==> src/rtl/rtc_pscl_pkg.sv <==
package rtc_pscl_pkg;

    localparam int REG_W = 16;

    typedef enum logic [1:0] {
        SEL_RLD_LO = 2'd0,
        SEL_RLD_HI = 2'd1,
        SEL_CNT_LO = 2'd2,
        SEL_CNT_HI = 2'd3
    } reg_sel_e;

    typedef struct packed {
        logic             we;
        reg_sel_e         sel;
        logic [REG_W-1:0] data;
    } reg_wr_t;

    function automatic logic is_reload_sel(reg_sel_e s);
        return (s == SEL_RLD_LO) || (s == SEL_RLD_HI);
    endfunction

endpackage

==> src/rtl/rtc_reload_regs.sv <==
module rtc_reload_regs
    import rtc_pscl_pkg::*;
#(
    parameter int               DIV_W   = 20,
    parameter logic [DIV_W-1:0] RST_VAL = 20'h08000
) (
    input  logic             clk,
    input  logic             rst,
    input  reg_wr_t          wr,
    input  logic             cnt_written,
    output logic [DIV_W-1:0] rld_q,
    output logic [DIV_W-1:0] rld_next,
    output logic             load_req
);
    localparam int HI_W = DIV_W - REG_W;

    always_comb begin
        rld_next = rld_q;
        load_req = cnt_written;
        if (wr.we && is_reload_sel(wr.sel)) begin
            load_req = 1'b1;
            if (wr.sel == SEL_RLD_LO)
                rld_next[REG_W-1:0] = wr.data;
            else
                rld_next[DIV_W-1:REG_W] = wr.data[HI_W-1:0];
        end
    end

    always_ff @(posedge clk) begin
        if (rst)
            rld_q <= RST_VAL;
        else
            rld_q <= rld_next;
    end

endmodule

==> src/rtl/rtc_down_counter.sv <==
module rtc_down_counter #(
    parameter int               DIV_W   = 20,
    parameter logic [DIV_W-1:0] RST_VAL = 20'h08000
) (
    input  logic             clk,
    input  logic             rst,
    input  logic             load,
    input  logic [DIV_W-1:0] load_val,
    input  logic [DIV_W-1:0] rld_q,
    output logic [DIV_W-1:0] cnt_q,
    output logic             tick_q
);
    localparam logic [DIV_W-1:0] ONE = {{(DIV_W-1){1'b0}}, 1'b1};

    always_ff @(posedge clk) begin
        if (rst) begin
            cnt_q  <= RST_VAL;
            tick_q <= 1'b0;
        end else if (load) begin
            cnt_q  <= load_val;
            tick_q <= 1'b0;
        end else if (cnt_q == '0) begin
            cnt_q  <= rld_q;
            tick_q <= 1'b1;
        end else begin
            cnt_q  <= cnt_q - ONE;
            tick_q <= 1'b0;
        end
    end

endmodule

==> src/rtl/rtc_read_mux.sv <==
module rtc_read_mux
    import rtc_pscl_pkg::*;
#(
    parameter int DIV_W = 20
) (
    input  reg_sel_e         sel,
    input  logic [DIV_W-1:0] cnt,
    output logic [REG_W-1:0] rdata
);
    localparam int HI_W  = DIV_W - REG_W;
    localparam int PAD_W = REG_W - HI_W;

    logic [REG_W-1:0] hi_word;

    generate
        if (PAD_W > 0) begin : g_pad
            assign hi_word = {{PAD_W{1'b0}}, cnt[DIV_W-1:REG_W]};
        end else begin : g_full
            assign hi_word = cnt[REG_W+REG_W-1:REG_W];
        end
    endgenerate

    always_comb begin
        unique case (sel)
            SEL_CNT_LO: rdata = cnt[REG_W-1:0];
            SEL_CNT_HI: rdata = hi_word;
            default:    rdata = '0;
        endcase
    end

endmodule

==> src/rtl/rtc_tick_divider.sv <==
module rtc_tick_divider
    import rtc_pscl_pkg::*;
#(
    parameter int               DIV_W      = 20,
    parameter logic [DIV_W-1:0] RST_RELOAD = 20'h08000
) (
    input  logic        clk,
    input  logic        rst,
    input  logic [1:0]  reg_sel,
    input  logic        reg_we,
    input  logic [15:0] reg_wdata,
    output logic [15:0] reg_rdata,
    input  logic        time_cnt_written,
    output logic        tick
);
    reg_wr_t          wr;
    logic [DIV_W-1:0] rld_q;
    logic [DIV_W-1:0] rld_next;
    logic             load_req;
    logic [DIV_W-1:0] cnt_q;

    assign wr.we   = reg_we;
    assign wr.sel  = reg_sel_e'(reg_sel);
    assign wr.data = reg_wdata;

    rtc_reload_regs #(
        .DIV_W  (DIV_W),
        .RST_VAL(RST_RELOAD)
    ) u_regs (
        .clk        (clk),
        .rst        (rst),
        .wr         (wr),
        .cnt_written(time_cnt_written),
        .rld_q      (rld_q),
        .rld_next   (rld_next),
        .load_req   (load_req)
    );

    rtc_down_counter #(
        .DIV_W  (DIV_W),
        .RST_VAL(RST_RELOAD)
    ) u_cnt (
        .clk     (clk),
        .rst     (rst),
        .load    (load_req),
        .load_val(rld_next),
        .rld_q   (rld_q),
        .cnt_q   (cnt_q),
        .tick_q  (tick)
    );

    rtc_read_mux #(
        .DIV_W(DIV_W)
    ) u_rd (
        .sel  (reg_sel_e'(reg_sel)),
        .cnt  (cnt_q),
        .rdata(reg_rdata)
    );

endmodule

==> config.mk <==
export PLATFORM = sky130hd
export DESIGN_NAME = rtc_tick_divider
export DESIGN_NICKNAME = d
export VERILOG_FILES = /design/src/rtl/rtc_pscl_pkg.sv /design/src/rtl/rtc_reload_regs.sv /design/src/rtl/rtc_down_counter.sv /design/src/rtl/rtc_read_mux.sv /design/src/rtl/rtc_tick_divider.sv
export SDC_FILE = /design/constraint.sdc
export NUM_CORES = 1
export LEC_CHECK = 0
export CAP_MARGIN = 25
export CORE_ASPECT_RATIO = 0.6
export CORE_MARGIN = 1.5
export CORE_UTILIZATION = 30
export DETAILED_ROUTE_END_ITERATION = 16
export SLEW_MARGIN = 20
export SYNTH_ARGS = -nofsm -noshare
export SYNTH_HDL_FRONTEND = slang
export SYNTH_SLANG_ARGS = --single-unit
==> constraint.sdc <==
create_clock -name clk -period 3.3 [get_ports clk]
set_input_delay 0.825 -clock clk [delete_from_list [all_inputs] [get_ports clk]]
set_output_delay 0.825 -clock clk [all_outputs]
set_load 0.02 [all_outputs]
== Yosys cells after proc, flatten, opt, wreduce, memory -nomap -nowiden ==
Index checks and enable logic that the tools add are counted.

* Bits in read-only memories: 0
* Logic and storage cells: 20
* Input bits: 22
* Memories: 0
* Bits in latches: 0
* Output and inout bits: 17
* Bits in registers: 41
* Bits in writable memories: 0

* $lt $le $gt $ge: 0
* Divide/modulo/power cells: 0
* Multiplexer cells: 8
* Add/subtract/negate cells: 1
* $mul: 0
* Shifts and indexed selects: 0
* Reduce and logical (&&, ||, !) cells: 5
* Bitwise gates (word level): 0
* Eq/ne operators: 3

{| class="wikitable"
|+ Operators by type and width
! operator !! number
|-
| $mux 20 || 3
|-
| $pmux 16 s2 || 1
|-
| $logic_not 20->1 || 1
|-
| $sub 20x1->20 const B || 1
|-
| $mux 16 || 1
|-
| $eq 2x2->1 const B || 2
|-
| $mux 4 || 1
|-
| $eq 2x1->1 const B || 1
|-
| $logic_not 2->1 || 1
|-
| $mux 1 || 2
|-
| $reduce_or 2->1 || 1
|-
| $logic_and 1x1->1 || 1
|-
| $logic_or 1x1->1 || 1
|}

== Depth between registers and ports, before layout ==
* Depth in word-level cells: 5
* Depth in mapped cells: 8
* Depth with buffers taken out: 7

== By module ==
A second synthesis with hierarchy kept.

* Cell total of the unflattened synthesis: 294
* Area total of the unflattened synthesis: 2670.1 µm²

{| class="wikitable"
|+ Modules (own cells, without submodules)
! module !! instances !! cells an instance !! sequential area each (µm²) !! area an instance (µm²)
|-
| rtc_down_counter || 1 || 164 || 420.4 || 1352.5
|-
| rtc_reload_regs || 1 || 107 || 400.4 || 1129.8
|-
| rtc_read_mux || 1 || 23 || 0.0 || 187.7
|}

== Worst setup path before layout ==
No wires, ideal clock.

* Path type: input -> register
* Start point: input reg_sel[0]
* End point: register u_cnt.cnt_q[12]
* Slack: 799 ps
* Data required time: 3165 ps
* Arrival: 2366 ps
* Buffers on the path: 2
* Stages: 5
* Library setup time: 135 ps
* Cells stage by stage: clkbuf_1 nor3b_1 clkbuf_1 mux2i_1 o221ai_1

* Cells in the longest elaborated chain, start to end: 5
* Elaborated cells between the ends (all ways): 8
* Those cells by class: eq/ne: 1; mux: 4; reduce/logical: 3

{| class="wikitable"
|+ RTL lines
! element !! line !! RTL
|-
| start: declaration || rtc_tick_divider.sv:9 || <nowiki>input logic [1:0] reg_sel,</nowiki>
|-
| $eq 2x1->1 / $logic_not 2->1 (equally long branches) || rtc_pscl_pkg.sv:19, rtc_reload_regs.sv:22 ||
|-
| $logic_or 1x1->1 || rtc_pscl_pkg.sv:19 || <nowiki>return (s == SEL_RLD_LO) || (s == SEL_RLD_HI);</nowiki>
|-
| $logic_and 1x1->1 || rtc_reload_regs.sv:20 || <nowiki>if (wr.we && is_reload_sel(wr.sel)) begin</nowiki>
|-
| $mux 20 / $mux 1 (equally long branches) || rtc_reload_regs.sv:20 ||
|-
| $mux 20 (*) || rtc_down_counter.sv:19 || <nowiki>end else if (load) begin</nowiki>
|-
| end signal: assignment || rtc_down_counter.sv:20 || <nowiki>cnt_q <= load_val;</nowiki>
|-
| end signal: assignment || rtc_down_counter.sv:23 || <nowiki>cnt_q <= rld_q;</nowiki>
|-
| end signal: assignment || rtc_down_counter.sv:26 || <nowiki>cnt_q <= cnt_q - ONE;</nowiki>
|-
| end: declaration || rtc_down_counter.sv:10 || <nowiki>output logic [DIV_W-1:0] cnt_q,</nowiki>
|}

Mark *: on every way between the ends. The rest lies on a longest branch, timed or not.
A chain may end at the register's enable or synchronous reset.

== Final worst setup path ==
* Start point: input reg_sel[0]
* End point: output reg_rdata[1]

* Cells in the longest elaborated chain, start to end: 2
* Elaborated cells between the ends (all ways): 3
* Those cells by class: eq/ne: 2; mux: 1

{| class="wikitable"
|+ RTL lines
! element !! line !! RTL
|-
| $eq 2x2->1 || rtc_read_mux.sv:24 || <nowiki>unique case (sel)</nowiki>
|-
| $pmux 16 s2 (*) || rtc_read_mux.sv:24 ||
|-
| end: declaration || rtc_tick_divider.sv:12 || <nowiki>output logic [15:0] reg_rdata,</nowiki>
|}

Marked as above.

==> impl_metrics.py <==
metrics = {
    "floorplanning": {
        "die_y_um": 67.9,
        "core_um2": 6730,
        "dieArea_um2": 7560,
        "initial_utilization_pct": 31.3,
        "row_count": 23,
        "dieWidth_um": 111,
        "ioPinCount": 39,
    },
    "timing": {
        "min_period_ps": 3150,
        "whs_ps": 472,
        "fin_setup_tns_ps": 0,
        "fin_crit_sh_pct": 95.5,
        "setup_ws_ps": 147,
        "rsz0062_at_grt": "no",
        "maxSlewViolCount": 0,
        "skew_ps": 3.12,
        "setup_viol": 0,
        "slew_headroom_pct": 53.4,
        "fmax_mhz": 317,
        "hold_viol": 0,
        "tightest_slew_ps": 700,
    },
    "layout": {
        "drive_gt1_share_pct": 8.31,
        "fin_nets": 325,
        "area_delta_synth_final_pct": 33.4,
        "postLayoutCellArea_um2": 2810,
        "diodes": 0,
    },
    "run": {
        "cap_violations": 0,
    },
    "critical_path": {
        "reg2reg_depth": 5,
        "crit_path_max_fanout": 7,
        "cp-start-kind": "primary input",
        "end_kind": "output port",
        "r2r_start": "u_cnt.cnt_q[11]$_SDFF_PP0_",
        "cpMostUsedCell": "clkdlybuf4s50_1",
        "cpMaxStageDelayCell": "clkdlybuf4s50_1",
        "max_stage_delay_ps": 530,
        "cp_data_required_time_ps": 2470,
        "r2r_setup_slack_ps": 540,
        "crit_chain": "clkdlybuf4s50_1 > buf_4 > mux2i_1 > nor2_1 > clkdlybuf4s50_1",
        "reg2reg_to": "u_cnt.cnt_q[13]$_SDFF_PP0_",
        "crit_type": "primary input to output port",
        "worstPathArrival_ps": 2330,
    },
    "detailed_routing": {
        "routedWlPerCell_um": 15.9,
        "ant_nets": 0,
        "drc": 0,
        "dr.pass1.iters": 4,
        "drt-total-wl_mm": 6.18,
        "vias": 1951,
        "via_per_inst": 5.03,
        "first_iter_violations": 123,
    },
    "grt": {
        "grt_pass1_vias": 1850,
        "globalRouteTotalUtil_pct": 17.2,
        "overflow": 0,
        "grt_antenna_before_repair": 0,
        "top_usage_layer": "met1",
        "grt_max_degree": 19,
        "grt_use_met3_pct": 3.81,
        "grt_pass1_wl_mm": 10.0,
        "met1_usage_pct": 25.6,
        "grt_use_met2_pct": 24.8,
    },
    "min_path": {
        "min_path_type": "flop to flop",
        "hold_start": "u_regs.rld_q[9]$_SDFF_PP0_",
        "hold_depth": 2,
        "hold_path_end": "u_regs.rld_q[9]$_SDFF_PP0_",
    },
    "logic_synthesis": {
        "netlist_area_um2": 2110,
        "synthXorXnorAreaFrac_pct": 6.23,
        "syn_inst": 255,
        "syn_nets": 279,
        "synthSimpleGateAreaFrac_pct": 27.1,
        "synth_top_family_by_area": "simple AND/OR/NAND/NOR gates",
        "seq_area_frac_synth_pct": 38.9,
        "yosys_warnings": 0,
        "ys_seq_elements": 41,
        "synthMuxAreaShare_pct": 9.02,
        "synth-compound-area-share_pct": 14.1,
        "synth_area_per_cell_um2": 8.27,
        "synthAdderAreaFrac_pct": 1.19,
        "synth_cell_types": 39,
    },
    "place": {
        "io_buffers": 38,
        "placement.cell_area_um2": 2640,
        "dp_hpwl_mm": 4.30,
        "place_ws_ps": 69.9,
        "place_congestion": 0.826,
    },
    "clock_network": {
        "clock_latency_ps": 280,
        "numCtsBuffers": 5,
        "path_clk_slew_ps": 60,
        "clock-sinks": 41,
        "cts_setup_buffers": 0,
        "cts.htree.levels": 2,
        "root_buffer": "clkbuf_16",
        "tritoncts": "done",
        "cts-resized-gates": 0,
        "clock_path_buffers": 2,
        "holdBufCountCts": 0,
    },
    "power": {
        "p_leak_uw": 0.00127,
        "ir_drop_v": 0.000227,
        "p_per_area_nw_per_um2": 509,
    },
    "run_status": {
        "run_status": "complete, no violations",
    },
}
## routing by layer
layer	part of all wire (%)	wire (um)
met1	55	3380
met2	40	2440
met3	4.9	306
met4	0.87	54
met5	0	0
## stage by stage
step | cells | total power (uW) | util (%)
CTS | 388 | 1440 | 41.3
finish | 388 | 1430 | 41.8
detailed placement | 381 | 954 | 39.2
floorplan | 255 | 823 | -
global route | 388 | 1510 | 41.8
global placement | 381 | 951 | 39.2
## final cells by class
type	instances	area (um^2)
Timing Repair Buffer	51	508
Clock buffer	7	143
Sequential cell	41	821
Multi-Input combinational cell	199	1220
Fill cell	691	3920
Tap cell	87	109
Inverter	3	11.3
## worst max-delay path, delay by kind of cell
family | cells | cell delay (ps)
mux | 1 | 250
simple gates | 1 | 60
buf+inv | 3 | 1190
## state kept, by name, indices dropped and copies added, names as in the netlist
| register | cells |
|---|---|
| u_regs.rld_q | 20 |
| u_cnt.cnt_q | 20 |
| u_cnt.tick_q | 1 |
## Yosys cell counts
cell type	number	share of area, %
nor3b_1	1	0.36
o22ai_1	4	1.2
nand3b_1	1	0.36
nor4b_1	1	0.42
o32ai_1	2	0.83
a32o_1	1	0.47
and2_1	13	3.9
or3b_2	1	0.42
mux2i_1	19	9.0
clkbuf_1	8	1.4
o41ai_1	1	0.42
xnor2_1	12	5.0
o21a_1	1	0.36
dfxtp_1	41	39
o31a_1	1	0.42
ha_1	2	1.2
a21o_1	1	0.36
or4_4	2	1.1
nor2_1	32	5.7
buf_1	1	0.18
o221ai_1	5	2.1
or2_2	1	0.30
nand3_1	4	0.95
o21ai_1	1	0.24
nor3_2	1	0.47
nor3_1	8	1.9
inv_1	3	0.53
nand4b_1	5	2.1
o21ai_0	12	2.8
o31ai_1	1	0.36
nand2_1	37	6.6
buf_6	2	1.1
a21boi_0	4	1.4
a21oi_1	13	3.1
or3_1	2	0.59
nand4_1	2	0.59
xor2_1	3	1.2
nand2b_1	5	1.5
buf_2	1	0.24
## how the worst max path moves through the flow
stage          startpoint                          to  slack [ps]  cells after the start
5_1_grt        reg_sel[0]                reg_rdata[2]          80                      5
3_5_place_dp   reg_sel[1]                reg_rdata[9]          70                      6
2_1_floorplan  reg_sel[0]  u_cnt.cnt_q[12]$_SDFF_PP0_         800                      5
6_report       reg_sel[0]                reg_rdata[1]         150                      5
3_3_place_gp   reg_sel[1]                reg_rdata[8]          80                      6
4_1_cts        reg_sel[1]                reg_rdata[9]          40                      6
## layout by cell type, fill, tap and decap left out, types with 12 or more instances in the layout
cell | synthesis | layout
dfxtp_1 | 41 | 41
dlymetal6s2s_1 | 0 | 12
nand2_1 | 37 | 37
o21ai_0 | 12 | 12
a21oi_1 | 13 | 13
buf_4 | 0 | 13
xnor2_1 | 12 | 12
nor2_1 | 32 | 32
mux2i_1 | 19 | 19
and2_1 | 13 | 13
clkdlybuf4s50_1 | 0 | 26
## logic make-up (layout without fill, tap and decap cells)
group | after synthesis | count (layout)
AOI/OAI and AO/OA | 47 | 47
xor gates and xnor gates | 15 | 15
adders and majority gates | 2 | 2
buffers and inverters | 15 | 61
DFF | 41 | 41
muxes | 19 | 19
and+or+nand+nor | 116 | 116
## report_power, final
part	internal (uW)	total [uW]	switching, uW
registers	529	567	37.7
clock network	297	485	188
logic	180	381	200
total	1010	1430	426
No activity file was read; power rests on OpenSTA's default activity.
